--- src/rtl/sort8_pkg.sv ---
package sort8_pkg;

  localparam int LANES   = 8;
  localparam int COLUMNS = 7;

  // Partner lane of `lane` in column `col`, or -1 when the lane passes straight through.
  // Columns 0..2 sort each half of four lanes; column 3 merges the halves lane by lane,
  // which leaves the minimum in lane 0 and the maximum in lane 7. Columns 4..6 shrink
  // towards the centre and finish the order.
  function automatic int partner(input int col, input int lane);
    int p;
    p = -1;
    case (col)
      0: p = lane ^ 1;
      1: p = lane ^ 2;
      2: begin
        case (lane)
          1: p = 2;
          2: p = 1;
          5: p = 6;
          6: p = 5;
          default: p = -1;
        endcase
      end
      3: p = lane ^ 4;
      4: begin
        if (lane >= 1 && lane <= 3)      p = lane + 3;
        else if (lane >= 4 && lane <= 6) p = lane - 3;
        else                             p = -1;
      end
      5: begin
        case (lane)
          2: p = 4;
          3: p = 5;
          4: p = 2;
          5: p = 3;
          default: p = -1;
        endcase
      end
      6: begin
        case (lane)
          3: p = 4;
          4: p = 3;
          default: p = -1;
        endcase
      end
      default: p = -1;
    endcase
    return p;
  endfunction

endpackage

--- src/rtl/cx_cell.sv ---
module cx_cell #(
  parameter int W = 16
) (
  input  logic [W-1:0] a,
  input  logic [W-1:0] b,
  output logic [W-1:0] lo,
  output logic [W-1:0] hi
);
  logic swap;

  assign swap = (b < a);
  assign lo   = swap ? b : a;
  assign hi   = swap ? a : b;
endmodule

--- src/rtl/cx_column.sv ---
module cx_column
  import sort8_pkg::*;
#(
  parameter int W   = 16,
  parameter int COL = 0
) (
  input  logic               clk,
  input  logic [LANES*W-1:0] d,
  output logic [LANES*W-1:0] q
);
  logic [W-1:0] nxt [LANES];

  for (genvar ln = 0; ln < LANES; ln++) begin : g_lane
    localparam int P = partner(COL, ln);
    if (P < 0) begin : g_pass
      assign nxt[ln] = d[ln*W +: W];
    end else if (ln < P) begin : g_cell
      cx_cell #(.W(W)) u_cell (
        .a (d[ln*W +: W]),
        .b (d[P*W +: W]),
        .lo(nxt[ln]),
        .hi(nxt[P])
      );
    end
  end

  // Data registers carry no reset: only the valid pipeline decides what is meaningful.
  always_ff @(posedge clk) begin
    for (int i = 0; i < LANES; i++) q[i*W +: W] <= nxt[i];
  end
endmodule

--- src/rtl/valid_delay.sv ---
module valid_delay #(
  parameter int DEPTH = 7
) (
  input  logic clk,
  input  logic rst,
  input  logic din,
  output logic dout
);
  logic [DEPTH-1:0] sh;

  always_ff @(posedge clk) begin
    if (rst) sh <= '0;
    else     sh <= {sh[DEPTH-2:0], din};
  end

  assign dout = sh[DEPTH-1];
endmodule

--- src/rtl/sort8_pipe.sv ---
module sort8_pipe
  import sort8_pkg::*;
#(
  parameter int W = 16
) (
  input  logic               clk,
  input  logic               rst,
  input  logic               in_valid,
  input  logic [LANES*W-1:0] in_data,
  output logic               out_valid,
  output logic [LANES*W-1:0] out_data
);
  logic [LANES*W-1:0] stage [COLUMNS+1];

  assign stage[0] = in_data;

  for (genvar c = 0; c < COLUMNS; c++) begin : g_col
    cx_column #(.W(W), .COL(c)) u_col (
      .clk(clk),
      .d  (stage[c]),
      .q  (stage[c+1])
    );
  end

  valid_delay #(.DEPTH(COLUMNS)) u_vld (
    .clk (clk),
    .rst (rst),
    .din (in_valid),
    .dout(out_valid)
  );

  assign out_data = stage[COLUMNS];
endmodule

--- config.mk ---
export PLATFORM = sky130hd
export DESIGN_NAME = sort8_pipe
export DESIGN_NICKNAME = d
export VERILOG_FILES = /design/src/rtl/sort8_pkg.sv /design/src/rtl/cx_cell.sv /design/src/rtl/cx_column.sv /design/src/rtl/valid_delay.sv /design/src/rtl/sort8_pipe.sv
export SDC_FILE = /design/constraint.sdc
export NUM_CORES = 1
export LEC_CHECK = 0
export ABC_CLOCK_PERIOD_IN_PS = 3300
export BUFFER_PORTS_ARGS = -buffer_cell sky130_fd_sc_hd__buf_2
export CAP_MARGIN = 15
export CORE_MARGIN = 4
export CORE_UTILIZATION = 54
export DETAILED_ROUTE_END_ITERATION = 10
export HOLD_SLACK_MARGIN = 0.12
export PLACE_DENSITY = 0.73
export SYNTH_ARGS = -nofsm -noshare
export SYNTH_HDL_FRONTEND = slang
export SYNTH_SLANG_ARGS = --single-unit
--- constraint.sdc ---
create_clock -name clk -period 3.3 [get_ports clk]
set_input_delay 0.66 -clock clk [delete_from_list [all_inputs] [get_ports clk]]
set_output_delay 0.66 -clock clk [all_outputs]
set_load 0.005 [all_outputs]
==> metrics.log <==
[metrics] run status: completed
[metrics] chain of cells forming the critical path: inv_1, ha_1, and4_1, o211ai_1, or4_1, o2111ai_2, buf_4, mux2_2
[metrics] final number of setup-violating endpoints: 0
[metrics] switching power: 13.86 mW
[metrics] cell internal pwr: ~30 mW
[metrics] # diodes: 0
[metrics] portion of the clock cycle consumed by the worst path in the final layout: 0.8508
[metrics] Buf+Inv Stages, Crit Path: 2
[metrics] minimum clock period after layout: ~2.8 ns
[metrics] Post-Route WL: 74830 µm
[metrics] post-CTS setup repair buffer count: 0
[metrics] power share of the combinational group: 0.350
[metrics] later-pin clock latency in the skew report: roughly 0.62 ns
[metrics] Post-synth top cells: 903 x dfxtp_1, 603 x mux2_2, 309 x inv_1
[metrics] half-perimeter wire length after detailed placement: 58620 µm
[metrics] synth-to-layout area growth: 15.52%
[metrics] DRC violations left: 0
[metrics] relative contribution of sequential cells to total power: 0.421
[metrics] Final Hold Violating Endpoints: 0
[metrics] Final Max Slew Viols: 0
[metrics] most frequently used flop master after synthesis: dfxtp_1
[metrics] Initial Utilization: 0.5491
[metrics] GR Overflow Total: 0
[metrics] area share of the largest cell type after synthesis: 0.5414
[metrics] die area: around 66000 µm²
[metrics] syn_nets: about 3000
[metrics] proportion of synthesized flip-flops having asynchronous set or reset: 0
[metrics] Fin Hold WS: 0.2555 ns
[metrics] CTS Root Cell: clkbuf_16
[metrics] worst slew pin tran: around 1 ns
[metrics] number of flops mapped to enable cells by yosys: 0
[metrics] crit-path leading delay family: simple AND/OR/NAND/NOR gates
[metrics] category of the critical setup timing path: reg -> reg
[metrics] Setup TNS Final: 0 ns
[metrics] leakage power total: between 15 and 20 nW
[metrics] count of port buffers added during placement: between 200 and 300
[metrics] Crit path required time: approximately 3.8 ns
[metrics] vias in the first global route: 20504
[metrics] number of I/O pins: 260
[metrics] leading cell type by number of instances after synthesis: dfxtp_1
[metrics] synthesized flop and latch total: roughly 900
[metrics] timing-limited maximum frequency: approximately 360 MHz
[metrics] DIE WIDTH: ~260 µm
[metrics] source of the worst hold timing path: in_valid
[metrics] CTS sink cnt: roughly 900
[metrics] reported max-cap violation count: 0
[metrics] Crit. End Element: flop
[metrics] clock tree buffer depth: 3
[metrics] vertical die dimension: 256.7 µm
[metrics] top cells by area, synth: dfxtp_1 54%, mux2_2 20%, ha_1 11%, inv_1 3.5%, a21oi_1 1.3%
[metrics] type of the tightest min-delay check: in -> reg
[metrics] setup skew after layout: 0.01915 ns
[metrics] portion of the post-synthesis area used by sequential elements: 0.5414
[metrics] largest area contributor in the synthesized netlist: dfxtp_1
[metrics] FF-to-FF End: g_col[4].u_col.q[36]
[metrics] Routability Congestion: 0.9097
[metrics] number of vias per cell after detailed routing: between 5 and 6
[metrics] clock group share of total power: 0.229
[metrics] Synth Cell Area: ~33000 µm²
[metrics] CTS tree: yes
[metrics] per-cell routed wire length: 19.61 µm
[metrics] average cell area after synthesis: 12.60 µm²
[metrics] data arrival time at the worst-slack endpoint: approximately 3.3 ns
[metrics] synthesized netlist cell count: roughly 2600
[metrics] number of standard-cell rows in the floorplan: 90
[metrics] count of distinct cell types in the synthesized netlist: 38
[metrics] Clock Pin Slew Worst Setup and Hold Paths: ~0.06 ns
[metrics] Num CTS Buffers: 86
[metrics] crit path max fanout: 19
[metrics] hold buffers post-CTS: 0
[metrics] total iterations of the first detailed-routing run: 5
[metrics] power density over cell area: around 1100 nW/µm²
[metrics] depth of the worst hold-timing path: 2
[metrics] initial drt markers: approximately 930
[metrics] antenna violations before repair: 5
[metrics] fraction of final layout cells with drive strength greater than 1: 0.3537
[metrics] setup repair after global routing missed its margin: no
[metrics] Max VDD drop: between 400 and 500 µV
[metrics] longest individual stage delay on the worst path: 0.52 ns
[metrics] core box area: about 61000 µm²
[metrics] Global Route Usage Sum: 0.2245
[metrics] total of warnings raised by yosys: 0
[metrics] source of the worst register-to-register timing path: g_col[3].u_col.q[43]
[metrics] Critical Path Start Type: flop
[metrics] headroom to the max-slew limit: 0.3387
[metrics] Hold Path Sink: u_vld.sh[0]
[metrics] switching fraction of total power: 0.3142
[metrics] CTS HTree Levels: 3
[metrics] crit path max-delay cell type: or4_1
[metrics] Resized Gates After CTS: 0
[metrics] slack of the worst reg-to-reg path: 0.49 ns
[metrics] global-route wire length before repair: ~120000 µm
[metrics] number of nets in the final layout: about 3400
[metrics] antenna-violating nets left: 0
[metrics] overall via count from detail_route: slightly below 20000
[metrics] FF-to-FF path depth: 8
[metrics] pin count of the biggest net entering global routing: 33
## routing by layer
metal / global-route usage / wire length [µm] / vias to the layer above
li1: - / - / 9869
met1: 0.2835 / 33030 / 9331
met2: 0.3899 / 36130 / 401
met3: 0.03789 / 3261 / 132
met4: 0.07925 / 2413 / 2
met5: 0 / 7 / -
## final cells by class
type / count / area (µm²)
clock inverters: 35 / 444.2
flip-flops and latches: 903 / 18080
inverters: 309 / 1160
repair buffers: 288 / 1572
multi-input cells: 1377 / 13800
well taps: 782 / 978.4
fillers: 4701 / 22240
clock buffers: 122 / 2532
## metrics by stage
stage | power, mW | area (µm²) | setup WS [ns] | std cells | util
after floorplan | 28.98 | 33390 | 0.6503 | 2649 | -
after CTS | 44.47 | 38540 | 0.4866 | 3815 | 0.6338
after detailed placement | 34.14 | 35560 | 0.4211 | 3658 | 0.5849
after global routing | 46.87 | 38570 | 0.2990 | 3816 | 0.6343
after global placement | 33.74 | 35560 | 0.4403 | 3658 | 0.5849
final | 44.12 | 38570 | 0.4925 | 3816 | 0.6343
## worst max-delay path by stage
stage | endpoint | cells after the start | startpoint
6_report | g_col[4].u_col.q[36] | 8 | g_col[3].u_col.q[43]
5_1_grt | g_col[4].u_col.q[84] | 8 | g_col[3].u_col.q[43]
4_1_cts | g_col[4].u_col.q[84] | 8 | g_col[3].u_col.q[43]
3_5_place_dp | g_col[0].u_col.q[102] | 9 | in_data[107]
3_3_place_gp | g_col[0].u_col.q[72] | 9 | in_data[70]
2_1_floorplan | g_col[0].u_col.q[100] | 8 | in_data[107]
## state kept, by name, indices dropped and copies added, names as in the netlist
name           count
u_vld.sh           7
g_col.u_col.q    896
## power groups by stage
stage / Combinational (mW) / Sequential [mW] / Clock (mW)
after floorplan: 11.4 / 17.6 / 0
after global placement: 15.1 / 18.7 / 0
after detailed placement: 15.3 / 18.8 / 0
after CTS: 15.5 / 18.6 / 10.3
after global routing: 17.0 / 19.1 / 10.8
final: 15.4 / 18.6 / 10.1
## logic make-up (layout without fill, tap and decap cells)
logic type | Yosys count | after routing | synth area share
DFF | 903 | 903 | 0.5414
AOI/OAI and AO/OA | 245 | 245 | 0.04819
muxes | 640 | 640 | 0.2189
adders and majority gates | 300 | 300 | 0.1124
buffers and inverters | 369 | 754 | 0.04621
and+or+nand+nor | 192 | 192 | 0.03283
## layout by cell type, fill, tap and decap left out, types with 17 or more instances in the layout
cell type	n
a21oi_1	86
nand2_1	49
a31oi_1	17
o21ai_0	36
a21o_1	17
o21a_1	21
a2111oi_0	19
inv_1	309
ha_1	300
buf_2	259
mux2_2	603
mux2_4	27
buf_4	25
clkbuf_16	90
nand2b_1	20
nand3_1	34
and4_1	36
dfxtp_1	903
Power figures use the tool's default switching activity.
